`config.mk`:
```
export PLATFORM = sky130hd
export DESIGN_NAME = qbio_ports
export DESIGN_NICKNAME = d
export VERILOG_FILES = /design/src/rtl/qbio_pkg.sv /design/src/rtl/qbio_decode.sv /design/src/rtl/qbio_latch_bank.sv /design/src/rtl/qbio_sync.sv /design/src/rtl/qbio_pad_ctrl.sv /design/src/rtl/qbio_ports.sv
export SDC_FILE = /design/constraint.sdc
export NUM_CORES = 1
export LEC_CHECK = 0
export BUFFER_PORTS_ARGS = -buffer_cell sky130_fd_sc_hd__buf_2
export CORE_MARGIN = 2
export CORE_UTILIZATION = 51
export CTS_CLUSTER_SIZE = 10
export DETAILED_ROUTE_END_ITERATION = 16
export PLACE_DENSITY = 0.92
export SETUP_SLACK_MARGIN = 0.02
export SYNTH_ARGS = -nofsm -noshare
export SYNTH_HDL_FRONTEND = slang
export SYNTH_SLANG_ARGS = --single-unit
```
`constraint.sdc`:
```
create_clock -name clk -period 2.3 [get_ports clk]
set_input_delay 0.345 -clock clk [delete_from_list [all_inputs] [get_ports clk]]
set_output_delay 0.345 -clock clk [all_outputs]
set_load 0.05 [all_outputs]
```
`src/rtl/qbio_pkg.sv`:
```
package qbio_pkg;
    localparam int PW = 8;                    // pins per port
    localparam int NP = 4;                    // number of ports
    localparam int AW = 8;                    // register address width
    localparam int BI = $clog2(PW);           // bit index width
    localparam int TW = PW * NP;              // total pins
    localparam logic [AW-1:0] BASE   = 8'h80; // address of port 0
    localparam logic [AW-1:0] STRIDE = 8'h10; // address step between ports
    localparam logic [NP-1:0] PULLUP_MASK = 4'b1110;
    localparam int ALT_PORT = 3;
    localparam int XLO_PORT = 0;
    localparam int XHI_PORT = 2;

    typedef logic [PW-1:0] pbyte_t;

    typedef struct packed {
        pbyte_t [NP-1:0] latch;
    } bank_t;

    typedef struct packed {
        logic [TW-1:0] meta;
        logic [TW-1:0] sync;
        logic [1:0]    seen;
    } sync_t;
endpackage

```
`src/rtl/qbio_decode.sv`:
```
module qbio_decode
    import qbio_pkg::*;
(
    input  logic [AW-1:0] addr,
    output logic [NP-1:0] byte_sel,
    output logic [NP-1:0] bit_sel
);
    for (genvar gi = 0; gi < NP; gi++) begin : g_dec
        localparam logic [AW-1:0] PADDR = BASE + STRIDE * AW'(gi);
        assign byte_sel[gi] = (addr == PADDR);
        assign bit_sel[gi]  = (addr[AW-1:BI] == PADDR[AW-1:BI]);
    end
endmodule

```
`src/rtl/qbio_latch_bank.sv`:
```
module qbio_latch_bank
    import qbio_pkg::*;
(
    input  logic          clk,
    input  logic          rst_n,
    input  logic          byte_we,
    input  logic [NP-1:0] byte_sel,
    input  pbyte_t        byte_data,
    input  logic          bit_we,
    input  logic [NP-1:0] bit_sel,
    input  logic [BI-1:0] bit_idx,
    input  logic          bit_val,
    output bank_t         bank_q
);
    bank_t bank_d;

    always_comb begin
        bank_d = bank_q;
        for (int p = 0; p < NP; p++) begin
            if (byte_we && byte_sel[p]) bank_d.latch[p] = byte_data;
            if (bit_we && bit_sel[p])   bank_d.latch[p][bit_idx] = bit_val;
        end
    end

    always_ff @(posedge clk) begin
        if (!rst_n) bank_q <= '1;
        else        bank_q <= bank_d;
    end

    for (genvar gp = 0; gp < NP; gp++) begin : g_chk

        byte_load_chk: assert property (@(posedge clk) disable iff (!rst_n)
            (byte_we && byte_sel[gp] && !(bit_we && bit_sel[gp]))
            |=> bank_q.latch[gp] == $past(byte_data));

        idle_hold_chk: assert property (@(posedge clk) disable iff (!rst_n)
            (!(byte_we && byte_sel[gp]) && !(bit_we && bit_sel[gp]))
            |=> $stable(bank_q.latch[gp]));

        bit_wins_chk: assert property (@(posedge clk) disable iff (!rst_n)
            (bit_we && bit_sel[gp])
            |=> bank_q.latch[gp][$past(bit_idx)] == $past(bit_val));
    end
endmodule

```
`src/rtl/qbio_sync.sv`:
```
module qbio_sync
    import qbio_pkg::*;
(
    input  logic          clk,
    input  logic          rst_n,
    input  logic [TW-1:0] pin_in,
    output logic [TW-1:0] pin_sync
);
    sync_t st_d, st_q;

    always_comb begin
        st_d      = st_q;
        st_d.meta = pin_in;
        st_d.sync = st_q.meta;
        if (st_q.seen != 2'd2) st_d.seen = st_q.seen + 2'd1;
    end

    always_ff @(posedge clk) begin
        if (!rst_n) st_q <= '{meta: '1, sync: '1, seen: 2'd0};
        else        st_q <= st_d;
    end

    assign pin_sync = st_q.sync;


    two_stage_chk: assert property (@(posedge clk) disable iff (!rst_n)
        (st_q.seen == 2'd2) |-> pin_sync == $past(pin_in, 2));
endmodule

```
`src/rtl/qbio_pad_ctrl.sv`:
```
module qbio_pad_ctrl
    import qbio_pkg::*;
(
    input  bank_t         bank,
    input  pbyte_t        alt_out,
    input  logic          xmem_en,
    input  pbyte_t        xmem_lo,
    input  pbyte_t        xmem_hi,
    output logic [TW-1:0] drv_low,
    output logic [TW-1:0] pull_up
);
    for (genvar gp = 0; gp < NP; gp++) begin : g_pad
        pbyte_t eff;
        if (gp == ALT_PORT) begin : g_alt
            assign eff = bank.latch[gp] & alt_out;
        end else if (gp == XLO_PORT) begin : g_xlo
            assign eff = xmem_en ? xmem_lo : bank.latch[gp];
        end else if (gp == XHI_PORT) begin : g_xhi
            assign eff = xmem_en ? xmem_hi : bank.latch[gp];
        end else begin : g_plain
            assign eff = bank.latch[gp];
        end
        assign drv_low[gp*PW +: PW] = ~eff;
        if (PULLUP_MASK[gp]) begin : g_pu
            assign pull_up[gp*PW +: PW] = eff;
        end else begin : g_od
            assign pull_up[gp*PW +: PW] = '0;
        end
    end
endmodule

```
`src/rtl/qbio_ports.sv`:
```
module qbio_ports
    import qbio_pkg::*;
(
    input  logic          clk,
    input  logic          rst_n,
    input  logic          wr_en,
    input  logic [7:0]    wr_addr,
    input  logic [7:0]    wr_data,
    input  logic          bw_en,
    input  logic [7:0]    bw_addr,
    input  logic          bw_val,
    input  logic [7:0]    rd_addr,
    input  logic          rd_latch,
    output logic [7:0]    rd_data,
    input  logic [31:0]   pin_in,
    input  logic [7:0]    alt_out,
    input  logic          xmem_en,
    input  logic [7:0]    xmem_lo,
    input  logic [7:0]    xmem_hi,
    output logic [31:0]   drv_low,
    output logic [31:0]   pull_up
);
    logic [NP-1:0] wr_sel, bw_sel, rd_sel;
    logic [NP-1:0] wr_unused, bw_unused, rd_unused;
    logic [TW-1:0] pin_sync;
    bank_t         bank;

    qbio_decode u_wr_dec (.addr(wr_addr), .byte_sel(wr_sel),    .bit_sel(wr_unused));
    qbio_decode u_bw_dec (.addr(bw_addr), .byte_sel(bw_unused), .bit_sel(bw_sel));
    qbio_decode u_rd_dec (.addr(rd_addr), .byte_sel(rd_sel),    .bit_sel(rd_unused));

    qbio_latch_bank u_bank (
        .clk(clk), .rst_n(rst_n),
        .byte_we(wr_en), .byte_sel(wr_sel), .byte_data(wr_data),
        .bit_we(bw_en), .bit_sel(bw_sel), .bit_idx(bw_addr[BI-1:0]),
        .bit_val(bw_val), .bank_q(bank)
    );

    qbio_sync u_sync (.clk(clk), .rst_n(rst_n), .pin_in(pin_in), .pin_sync(pin_sync));

    qbio_pad_ctrl u_pad (
        .bank(bank), .alt_out(alt_out), .xmem_en(xmem_en),
        .xmem_lo(xmem_lo), .xmem_hi(xmem_hi),
        .drv_low(drv_low), .pull_up(pull_up)
    );

    always_comb begin
        rd_data = '0;
        for (int p = 0; p < NP; p++) begin
            if (rd_sel[p]) rd_data = rd_latch ? bank.latch[p] : pin_sync[p*PW +: PW];
        end
    end


    no_fight_chk: assert property (@(posedge clk) disable iff (!rst_n)
        (drv_low & pull_up) == '0);

    xmem_drive_chk: assert property (@(posedge clk) disable iff (!rst_n)
        xmem_en |-> (drv_low[XLO_PORT*PW +: PW] == ~xmem_lo &&
                     drv_low[XHI_PORT*PW +: PW] == ~xmem_hi));

    od_port_chk: assert property (@(posedge clk) disable iff (!rst_n)
        pull_up[PW-1:0] == '0);
endmodule

```
# After elaboration in Yosys (flattened, before gate mapping)
# Index checks and enable logic that the tools add are counted.
[word_totals]
ramBits = 0
n_memories = 0
word_cells = 58
out_inout_bits = 72
latch_bits = 0
register_bits = 96
in_bits = 95
romBits = 0
[classes]
reduce_logical = 9
n_addsub = 0
bitwise = 5
eq_ne = 12
order_cmp = 2
mux = 24
n_div = 0
mul = 0
n_shift = 0
[ops]
columns = ["cell", "n"]
rows = [
  ["8-bit 2-to-1 mux", 18],
  ["8-bit == test, second input constant", 8],
  ["8-bit bitwise mux", 4],
  ["8-bit NOT", 4],
  ["5-bit == test, second input constant", 4],
  ["1-bit logical AND", 9],
  ["8-bit bitwise AND", 1],
  ["3-bit by 4-bit < comparator with 1-bit output, second input constant", 1],
  ["1-bit demux with 3-bit select", 1],
  ["3-bit by 1-bit greater-or-equal comparator with 1-bit output, second input constant", 1],
  ["1-bit 2-to-1 mux", 1],
]

# Logic depth before layout (Yosys ltp)
[logic_depth]
word_depth = 6
ltp_mapped = 5
mapped_depth_nobuf = 3

# By module
# A second synthesis with hierarchy kept.
[unflattened]
cells_unflattened = 508
area_unflattened_um2 = 4962.3
[by_module_without_submodules]
columns = ["module", "n_inst", "area_per_inst_um2", "seq_area_each_um2", "cells_per_inst"]
rows = [
  ["qbio_latch_bank", 1, 1749.2, 640.6, 204],
  ["qbio_sync", 1, 1716.6, 1281.2, 134],
  ["qbio_ports", 1, 650.6, 0.0, 60],
  ["qbio_pad_ctrl", 1, 538.0, 0.0, 68],
  ["qbio_decode", 3, 102.6, 0.0, 14],
]

# Worst setup path before layout
# OpenSTA, ideal clock, no wires.
[synth_path]
path_type = "input to output"
startpoint = "input port xmem_en"
endpoint = "output port pull_up[16]"
path_buffers = 2
stages = 4
required_ps = 1955
arrival_ps = 2407
setup_slack_ps = -452
path_cell_list = "clkbuf_1 -> buf_2 -> mux2i_1 -> inv_1"
[synth_via]
elab_chain_cells = 1
[synth_lines]
columns = ["item", "line_no", "rtl"]
rows = [
  ["from (decl)", "qbio_ports.sv:17", "input logic xmem_en,"],
  ["8-bit 2-to-1 mux", "qbio_pad_ctrl.sv:19", "assign eff = xmem_en ? xmem_hi : bank.latch[gp];"],
  ["to (decl)", "qbio_ports.sv:21", "output logic [31:0] pull_up"],
]
# Every way passes these cells.

# Final worst setup path
[layout_path]
startpoint = "register u_bank.bank_q[22] in the netlist's numbering"
endpoint = "output port rd_data[6]"
[layout_via]
elab_chain_cells = 3
[layout_lines]
columns = ["item", "line_no", "rtl"]
rows = [
  ["from (decl)", "qbio_latch_bank.sv:13", "output bank_t bank_q"],
  ["from (signal assigned)", "qbio_latch_bank.sv:27", "else bank_q <= bank_d;"],
  ["8-bit 2-to-1 mux (3 in a row)", "qbio_ports.sv:50", "if (rd_sel[p]) rd_data = rd_latch ? bank.latch[p] : pin_sync[p*PW +: PW];"],
  ["to (decl)", "qbio_ports.sv:14", "output logic [7:0] rd_data,"],
]
# Every way passes these cells.

==> metrics.txt <==
CTS root buf clkbuf_8; DIE AREA around 10,000 um2; Final ANT Viol Nets 0; gpl congestion 0.932; Final Slew Violations 0; Power per Cell Area around 610 nW/um2; first-pass GRT wire length roughly 24,000 um; Post-synth ARST share 0; top cells by area, synth dfxtp_1 (39%), nand2b_1 (11%), mux4_2 (7.3%); Relative slew margins 0.512; crit-path leading delay family multiplexers; period utilization 0.928; buffer count from post-CTS setup fixing 0; Main synth FF type dfxtp_1; commonest non-fill, non-tap cell in the layout buf_2; Syn-to-layout area delta 20.7%; Cell Area, Placed ~5700 um2; initial antenna violation count 0; clock tree sinks between 90 and 100; Die W between 100 and 150 um; CP max-delay cell mux4_2; I/O pin total ~170; CTS tree yes; VDD IR max 0.000428 V; Post-Route Utilization 0.638; clock skew 0.00804 ns; insertion delay to the later sink of the worst-skew pair around 0.36 ns; vias per cell 6.12; worst hold path type in -> reg; P_leak between 2 and 3 nW; synth unique cells 39; via count between 4,000 and 5,000; synthesized area per cell ~9.3 um2; FF+latch count, synth 96; Critical Path AT 1.79 ns; Starting Density 0.529; top cell type by total area after synthesis dfxtp_1; Final Cell Area between 5000 and 6000 um2; Power Total about 3.6 mW; DR DRC count 0; Synth Cell Area about 5000 um2; status finished clean; clk buf depth 2; fmax ~470 MHz; Nets ~750; Worst path max stage delay approximately 0.51 ns; H-tree levels 3; Ys Warns 0; # diodes 0; hold-fix buffer count after cts 0; most frequent cells in the layout buf_2 (158), dfxtp_1 (96), nand2b_1 (90); transition time of the tightest slew-check pin about 0.73 ns; WP buf/inv 1; wire length per cell between 20 and 25 um; CP Max Fanout 4; EDFF count, synth 0; final hold viol count 0; port bufs roughly 160; Resize count post-CTS 0; drt first pass iters 5; Crit Path Class reg -> out; Core Footprint around 9300 um2; count of final setup violators 0; max-cap viol count 0; Mapped Cells around 530; Seq/Total Area, Yosys 0.390; clock transition at the registers of the reported paths 0.11 ns; Worst setup EP type output port; First DRT Iteration DRCs around 540; die height about 100 um; worst-path cell chain mux4_2, mux2i_1, nor2_1, buf_2; DP Wirelength 11,400 um; num rows 35; critical path launch point type register; post-route minimum period 2.13 ns; WL final 16,000 um; CTS Buf Count 9; total grt overflow 0; vias in the first global route 4,429; final setup TNS 0 ns; top cell type's share of synthesized area 0.390; Total GRT Usage 0.301; RSZ-0062 raised after global routing false; largest net degree at the start of global routing between 40 and 50; CP required between 1.5 and 2 ns; fraction of layout cells with a size suffix above 1 0.331
==> Yosys cell counts (16+ instances only) <==
cell / n
nand2b_1: 90
a21oi_1: 32
o311ai_1: 18
mux4_2: 16
nand3_1: 25
mux2i_1: 24
dfxtp_1: 96
inv_1: 25
nor3_1: 32
clkbuf_1: 30
o32ai_1: 16
buf_4: 17
==> metrics by stage <==
stage / std cells / hold slack, ns / worst slack, ns
floorplan: 536 / 0.386 / -0.138
global placement: 771 / 0.389 / 0.339
detailed placement: 771 / 0.392 / 0.286
CTS: 787 / 0.136 / 0.173
global route: 787 / 0.144 / 0.136
finish: 787 / 0.146 / 0.166
==> final timing paths <==
path,start,endpoint,slack (ns),depth (start not counted)
setup / recovery,u_bank.bank_q[22]$_SDFF_PN1_,rd_data[6],0.17,4
hold / removal,pin_in[2],u_sync.st_d[4]$_SDFF_PN1_,0.15,2
setup reg to reg,u_bank.bank_q[26]$_SDFF_PN1_,u_bank.bank_q[26]$_SDFF_PN1_,1.26,2
hold reg to reg,u_sync.st_d[31]$_SDFF_PN1_,u_sync.pin_sync[29]$_SDFF_PN1_,0.42,1
==> logic make-up (layout without fill, tap and decap cells) <==
kind of cell | count (synthesis) | count (layout) | synth area share
and+or+nand+nor | 194 | 194 | 0.242
AOI/OAI and AO/OA | 104 | 104 | 0.156
DFF | 96 | 96 | 0.390
buffers and inverters | 94 | 216 | 0.0901
muxes | 40 | 40 | 0.122
other | 1 | 8 | 0.000761
==> routing by layer <==
metal,part of all wire,up-vias,track usage
li1,-,2160,-
met5,0,-,0
met2,0.47,379,0.466
met4,0.052,0,0.160
met1,0.37,2215,0.395
met3,0.11,65,0.0650
==> state kept, by name, summed over array words and instances, names as in the netlist <==
signal and cells:
u_bank.bank_q 32, u_sync.pin_sync 32, u_sync.st_d 32
==> final cells by class <==
class,count,area [um2]
clock buffers,9,124
clock inverters,7,95.1
fillers,742,3380
inverters,25,93.8
multi-input cells,346,2620
flip-flops and latches,96,1920
well taps,129,161
repair buffers,175,931
==> where the power goes <==
| part | internal (mW) | leakage (nW) | switching (mW) |
|---|---|---|---|
| clock network | 0.537 | 0.111 | 0.676 |
| registers | 1.72 | 0.791 | 0.0216 |
| logic | 0.207 | 1.66 | 0.443 |
| total | 2.46 | 2.56 | 1.14 |
Power figures use the tool's default switching activity.
